===== src/rtl/rvc_pkg.sv =====
`timescale 1ns/1ps
package rvc_pkg;

  // cost figures of one comparator instance, as a function of operand width
  function automatic int gate_count(input int w);
    return 4 * w - 3;
  endfunction

  function automatic int ancilla_count(input int w);
    return 2 * w;
  endfunction

  function automatic int garbage_width(input int w);
    return 4 * w - 3;
  endfunction

  // line maps: bit 0 is the first line of each primitive
  function automatic logic [2:0] map_peres(input logic [2:0] v);
    logic [2:0] r;
    r[0] = v[0];
    r[1] = v[0] ^ v[1];
    r[2] = (v[0] & v[1]) ^ v[2];
    return r;
  endfunction

  function automatic logic [2:0] map_parity(input logic [2:0] v);
    logic [2:0] r;
    r[0] = v[0];
    r[1] = v[1];
    r[2] = v[0] ^ v[1] ^ v[2];
    return r;
  endfunction

  function automatic logic [2:0] map_cmp3(input logic [2:0] v);
    logic [2:0] r;
    r[0] = v[0];
    r[1] = (~v[0] & v[1]) ^ v[2];
    r[2] = (v[0] & ~v[1]) ^ v[2];
    return r;
  endfunction

  function automatic logic [3:0] map_cmp4(input logic [3:0] v);
    logic [3:0] r;
    r[0] = v[0];
    r[1] = (~v[0] & v[1]) ^ v[2];
    r[2] = (v[0] & ~v[1]) ^ v[2];
    r[3] = v[0] ^ v[1] ^ v[3];
    return r;
  endfunction

endpackage


===== src/rtl/rvc_prims.sv =====
`timescale 1ns/1ps
// controlled 3-line primitive: (a, b, c) -> (a, a^b, ab^c)
module rvc_peres (
  input  logic [2:0] din,
  output logic [2:0] dout
);
  assign dout = rvc_pkg::map_peres(din);
endmodule

// parity 3-line primitive: (a, b, c) -> (a, b, a^b^c)
module rvc_parity (
  input  logic [2:0] din,
  output logic [2:0] dout
);
  assign dout = rvc_pkg::map_parity(din);
endmodule

// 3-line bit comparator primitive
module rvc_cmp3 (
  input  logic [2:0] din,
  output logic [2:0] dout
);
  assign dout = rvc_pkg::map_cmp3(din);
endmodule

// 4-line bit comparator primitive with equality line
module rvc_cmp4 (
  input  logic [3:0] din,
  output logic [3:0] dout
);
  assign dout = rvc_pkg::map_cmp4(din);
endmodule


===== src/rtl/rvc_bit_stage.sv =====
`timescale 1ns/1ps
// one lower-bit stage: four primitives, two constant lines, four garbage lines
module rvc_bit_stage (
  input  logic       g_i,
  input  logic       l_i,
  input  logic       e_i,
  input  logic       x,
  input  logic       y,
  output logic       g_o,
  output logic       l_o,
  output logic       e_o,
  output logic [3:0] junk
);
  localparam logic TIE_LO = 1'b0;
  localparam logic TIE_HI = 1'b1;

  logic [2:0] rc_o;
  logic [2:0] pg_o;
  logic [2:0] pl_o;
  logic [2:0] pe_o;
  logic       bit_gt;
  logic       bit_lt;

  // local bit order, constant line low
  rvc_cmp3 u_rc (.din({TIE_LO, y, x}), .dout(rc_o));
  assign bit_lt = rc_o[1];
  assign bit_gt = rc_o[2];

  // greater flag: carried-in greater toggled by (still-equal AND local greater)
  rvc_peres u_pg (.din({g_i, bit_gt, e_i}), .dout(pg_o));
  // less flag: same shape, reusing the pass-through of the equal line
  rvc_peres u_pl (.din({l_i, bit_lt, pg_o[0]}), .dout(pl_o));
  // equal flag rebuilt from a one-hot triple: NOT(greater XOR less)
  rvc_parity u_pe (.din({TIE_HI, pl_o[2], pg_o[2]}), .dout(pe_o));

  assign g_o  = pe_o[0];
  assign l_o  = pe_o[1];
  assign e_o  = pe_o[2];
  assign junk = {pl_o[0], pl_o[1], pg_o[1], rc_o[0]};
endmodule


===== src/rtl/rvc_signed_cmp.sv =====
`timescale 1ns/1ps
module rvc_signed_cmp #(
  parameter int W = 8
) (
  input  logic [W-1:0]                          op_a,
  input  logic [W-1:0]                          op_b,
  output logic                                  a_gt,
  output logic                                  a_lt,
  output logic                                  a_eq,
  output logic [rvc_pkg::garbage_width(W)-1:0]  garbage,
  output logic [15:0]                           gate_total,
  output logic [15:0]                           ancilla_total
);
  import rvc_pkg::*;

  localparam int GATES = gate_count(W);
  localparam int ANCS  = ancilla_count(W);

  // decision after each level; index W-1 is the sign stage, index 0 the last bit
  logic [W-1:0] lvl_g;
  logic [W-1:0] lvl_l;
  logic [W-1:0] lvl_e;
  logic [3:0]   sgn_o;

  // sign stage: constants k0=0, k1=1; roles of greater and less swapped
  rvc_cmp4 u_sign (
    .din  ({1'b1, 1'b0, op_b[W-1], op_a[W-1]}),
    .dout (sgn_o)
  );
  assign lvl_g[W-1] = sgn_o[1];
  assign lvl_l[W-1] = sgn_o[2];
  assign lvl_e[W-1] = sgn_o[3];
  assign garbage[0] = sgn_o[0];

  generate
    for (genvar i = W - 2; i >= 0; i--) begin : g_bit
      localparam int BASE = 4 * (W - 1 - i) - 3;
      rvc_bit_stage u_stage (
        .g_i  (lvl_g[i+1]),
        .l_i  (lvl_l[i+1]),
        .e_i  (lvl_e[i+1]),
        .x    (op_a[i]),
        .y    (op_b[i]),
        .g_o  (lvl_g[i]),
        .l_o  (lvl_l[i]),
        .e_o  (lvl_e[i]),
        .junk (garbage[BASE +: 4])
      );
    end
  endgenerate

  assign a_gt          = lvl_g[0];
  assign a_lt          = lvl_l[0];
  assign a_eq          = lvl_e[0];
  assign gate_total    = 16'(GATES);
  assign ancilla_total = 16'(ANCS);
endmodule


===== config.mk =====
export PLATFORM = sky130hd
export DESIGN_NAME = rvc_signed_cmp
export DESIGN_NICKNAME = d
export VERILOG_FILES = /design/src/rtl/rvc_pkg.sv /design/src/rtl/rvc_prims.sv /design/src/rtl/rvc_bit_stage.sv /design/src/rtl/rvc_signed_cmp.sv
export SDC_FILE = /design/constraint.sdc
export NUM_CORES = 1
export LEC_CHECK = 0
export BUFFER_PORTS_ARGS = -buffer_cell sky130_fd_sc_hd__buf_2
export CORE_ASPECT_RATIO = 0.7
export CORE_MARGIN = 5
export CORE_UTILIZATION = 30
export DETAILED_ROUTE_END_ITERATION = 7
export SYNTH_ARGS = -nofsm -noshare
export SYNTH_HDL_FRONTEND = slang
export SYNTH_HIERARCHICAL = 1
export SYNTH_SLANG_ARGS = --single-unit
export TNS_END_PERCENT = 50

===== constraint.sdc =====
create_clock -name vclk -period 21.2
set_input_delay 4.24 -clock vclk [all_inputs]
set_output_delay 4.24 -clock vclk [all_outputs]
set_load 0.1 [all_outputs]

==> summary.txt <==
Yosys
  – Cell variety after synth: 8
  – Synth warnings: 6
  – Seq/Total Area, Yosys: 0%
  – Mapped Cells: 154
  – Syn avg cell area: 8.47 sq um
  – Cell Area, Synth: 1300 sq um

STA
  – Fin Hold WS: 8.87 ns
  – Tcrit/Tclk final: 75.6%
  – TNS Setup: 0 ns
  – RSZ-0062 raised after global routing: false
  – Tmin final: 16.03 ns
  – Max Freq: 62.4 MHz
  – Endpoints failing setup: 0
  – Max-slew violation count: 0
  – Final Hold Viols: 0

Finish
  – Nets: 208
  – Multi-input logic area: 936 sq um
  – Final Non-Filler Cells: 229
  – Fill cells: 479
  – Diode count: 0
  – Clock buf count: 0
  – Area grow syn2layout: -3.93%
  – Num sequential: 0
  – Ratio of cells with drive above 1 in the final layout: 27.6%
  – Sequential standard cell area: 0 sq um

Global routing
  – Total GRT Usage: 4.94%
  – Largest net degree at the start of global routing: 4
  – First-pass GRT wire length: 2440 um
  – Initial antenna violation count: 0
  – Total gr overflow: 0
  – Vias in the first global route: 570

Setup path
  – Crit start category: input port
  – Crit end category: output port
  – Worst EP arrival: 11.79 ns
  – CP Data Required Time: 16.96 ns
  – Worst setup path category: input port to output port
  – Critical Path Start: op_a[7]
  – Crit path max fanout: 3
  – Crit path to: a_eq

Placement
  – HPWL after DPL: 1620 um
  – Routability cong.: 0.690
  – Placed Cells: 229
  – # port buffers: 48

Clock network
  – Hold_buf cts: 0
  – Post-CTS Setup Repair Bufs: 0
  – Post-CTS Resized: 0

Worst hold path
  – Worst min path class: input port to output port

Detailed routing
  – Antenna Nets Post-Route: 0
  – Vias: 702
  – WL per Instance: 7.08 um
  – Final wirelength: 1620 um
  – Iter 0 DRT Violations: 6
  – Initial DRT Pass Iterations: 2
  – Vias per cell: 3.07
  – Post-route DRC: 0

Floorplan
  – Core area: 4280 sq um
  – Initial core utilization: 30.5%
  – Die W: 88.8 um
  – Die Y: 65.2 um
  – Core Rows: 20
  – Die footprint: 5790 sq um
  – I/O pin count: 80

Job
  – Maxcap violations: 0

Run status
  – Status: finished clean
-- synth_stat cells --
library cell,number,area (sq um)
buf_4,68,510
conb_1,16,60.1
ha_1,16,200
inv_1,2,7.51
nand2b_1,14,87.6
xnor2_1,15,131
xor2_1,16,140
xor3_1,7,166
-- per-layer routing --
layer | track usage, % | vias up | routed length (um)
met2 | 8.24 | 36 | 726
met5 | 0 | - | 0
li1 | - | 384 | -
met4 | 0 | 0 | 0
met1 | 7.42 | 282 | 703
met3 | 0.251 | 0 | 192
-- worst max-delay path: stages --
cell and delay [ns]:
buf_2 0.10, inv_1 0.04, ha_1 0.29, xnor2_1 0.16, ha_1 0.22, xor2_1 0.24
xor3_1 0.50, ha_1 0.22, xor2_1 0.22, xor3_1 0.49, ha_1 0.23, xor2_1 0.23
xor3_1 0.50, ha_1 0.23, xor2_1 0.23, xor3_1 0.50, ha_1 0.23, xor2_1 0.25
xor3_1 0.51, ha_1 0.23, xor2_1 0.25, xor3_1 0.50, ha_1 0.23, xor2_1 0.17
xor3_1 0.38, buf_2 0.42
-- kinds of logic (layout without fill, tap and decap cells) --
logic type	count (synthesis)	in the layout	share of synthesized area [%]
simple gates	14	14	6.72
fa+ha+maj	16	16	15.4
other cells	16	56	4.61
buf+inv	70	50	39.7
xor+xnor	38	38	33.6
-- per-stage QoR --
step | cell area [sq um] | setup WS (ns) | utilization, %
after detailed placement | 1250 | 5.02 | 29.3
after floorplan | 1450 | 4.99 | -
final | 1250 | 5.17 | 29.3
after CTS | 1250 | 5.01 | 29.3
after global routing | 1250 | 4.57 | 29.3
after global placement | 1250 | 5.09 | 29.3
-- cell usage in the layout, fill, tap and decap left out --
cell type / Yosys / layout
inv_1: 2 / 2
buf_2: 0 / 48
conb_1: 16 / 56
xor3_1: 7 / 7
nand2b_1: 14 / 14
xnor2_1: 15 / 15
ha_1: 16 / 16
xor2_1: 16 / 16
-- worst min-delay path by stage --
stage / from / endpoint / slack [ns] / depth (start not counted)
after floorplan: op_a[7] / garbage[0] / 8.69 / 1
after global placement: op_a[1] / garbage[21] / 8.87 / 2
after detailed placement: op_a[1] / garbage[21] / 8.87 / 2
after CTS: op_a[1] / garbage[21] / 8.87 / 2
after global routing: op_a[1] / garbage[21] / 8.88 / 2
final: op_a[1] / garbage[21] / 8.87 / 2
-- layout make-up --
| type | instances | share of cell area [%] |
|---|---|---|
| inverters | 2 | 0.599 |
| repair buffers | 48 | 19.2 |
| well taps | 55 | 5.49 |
| multi-input cells | 124 | 74.7 |
Power is not shown: default switching activity piles up to over one toggle a cycle in this logic, so the estimate is an artifact.
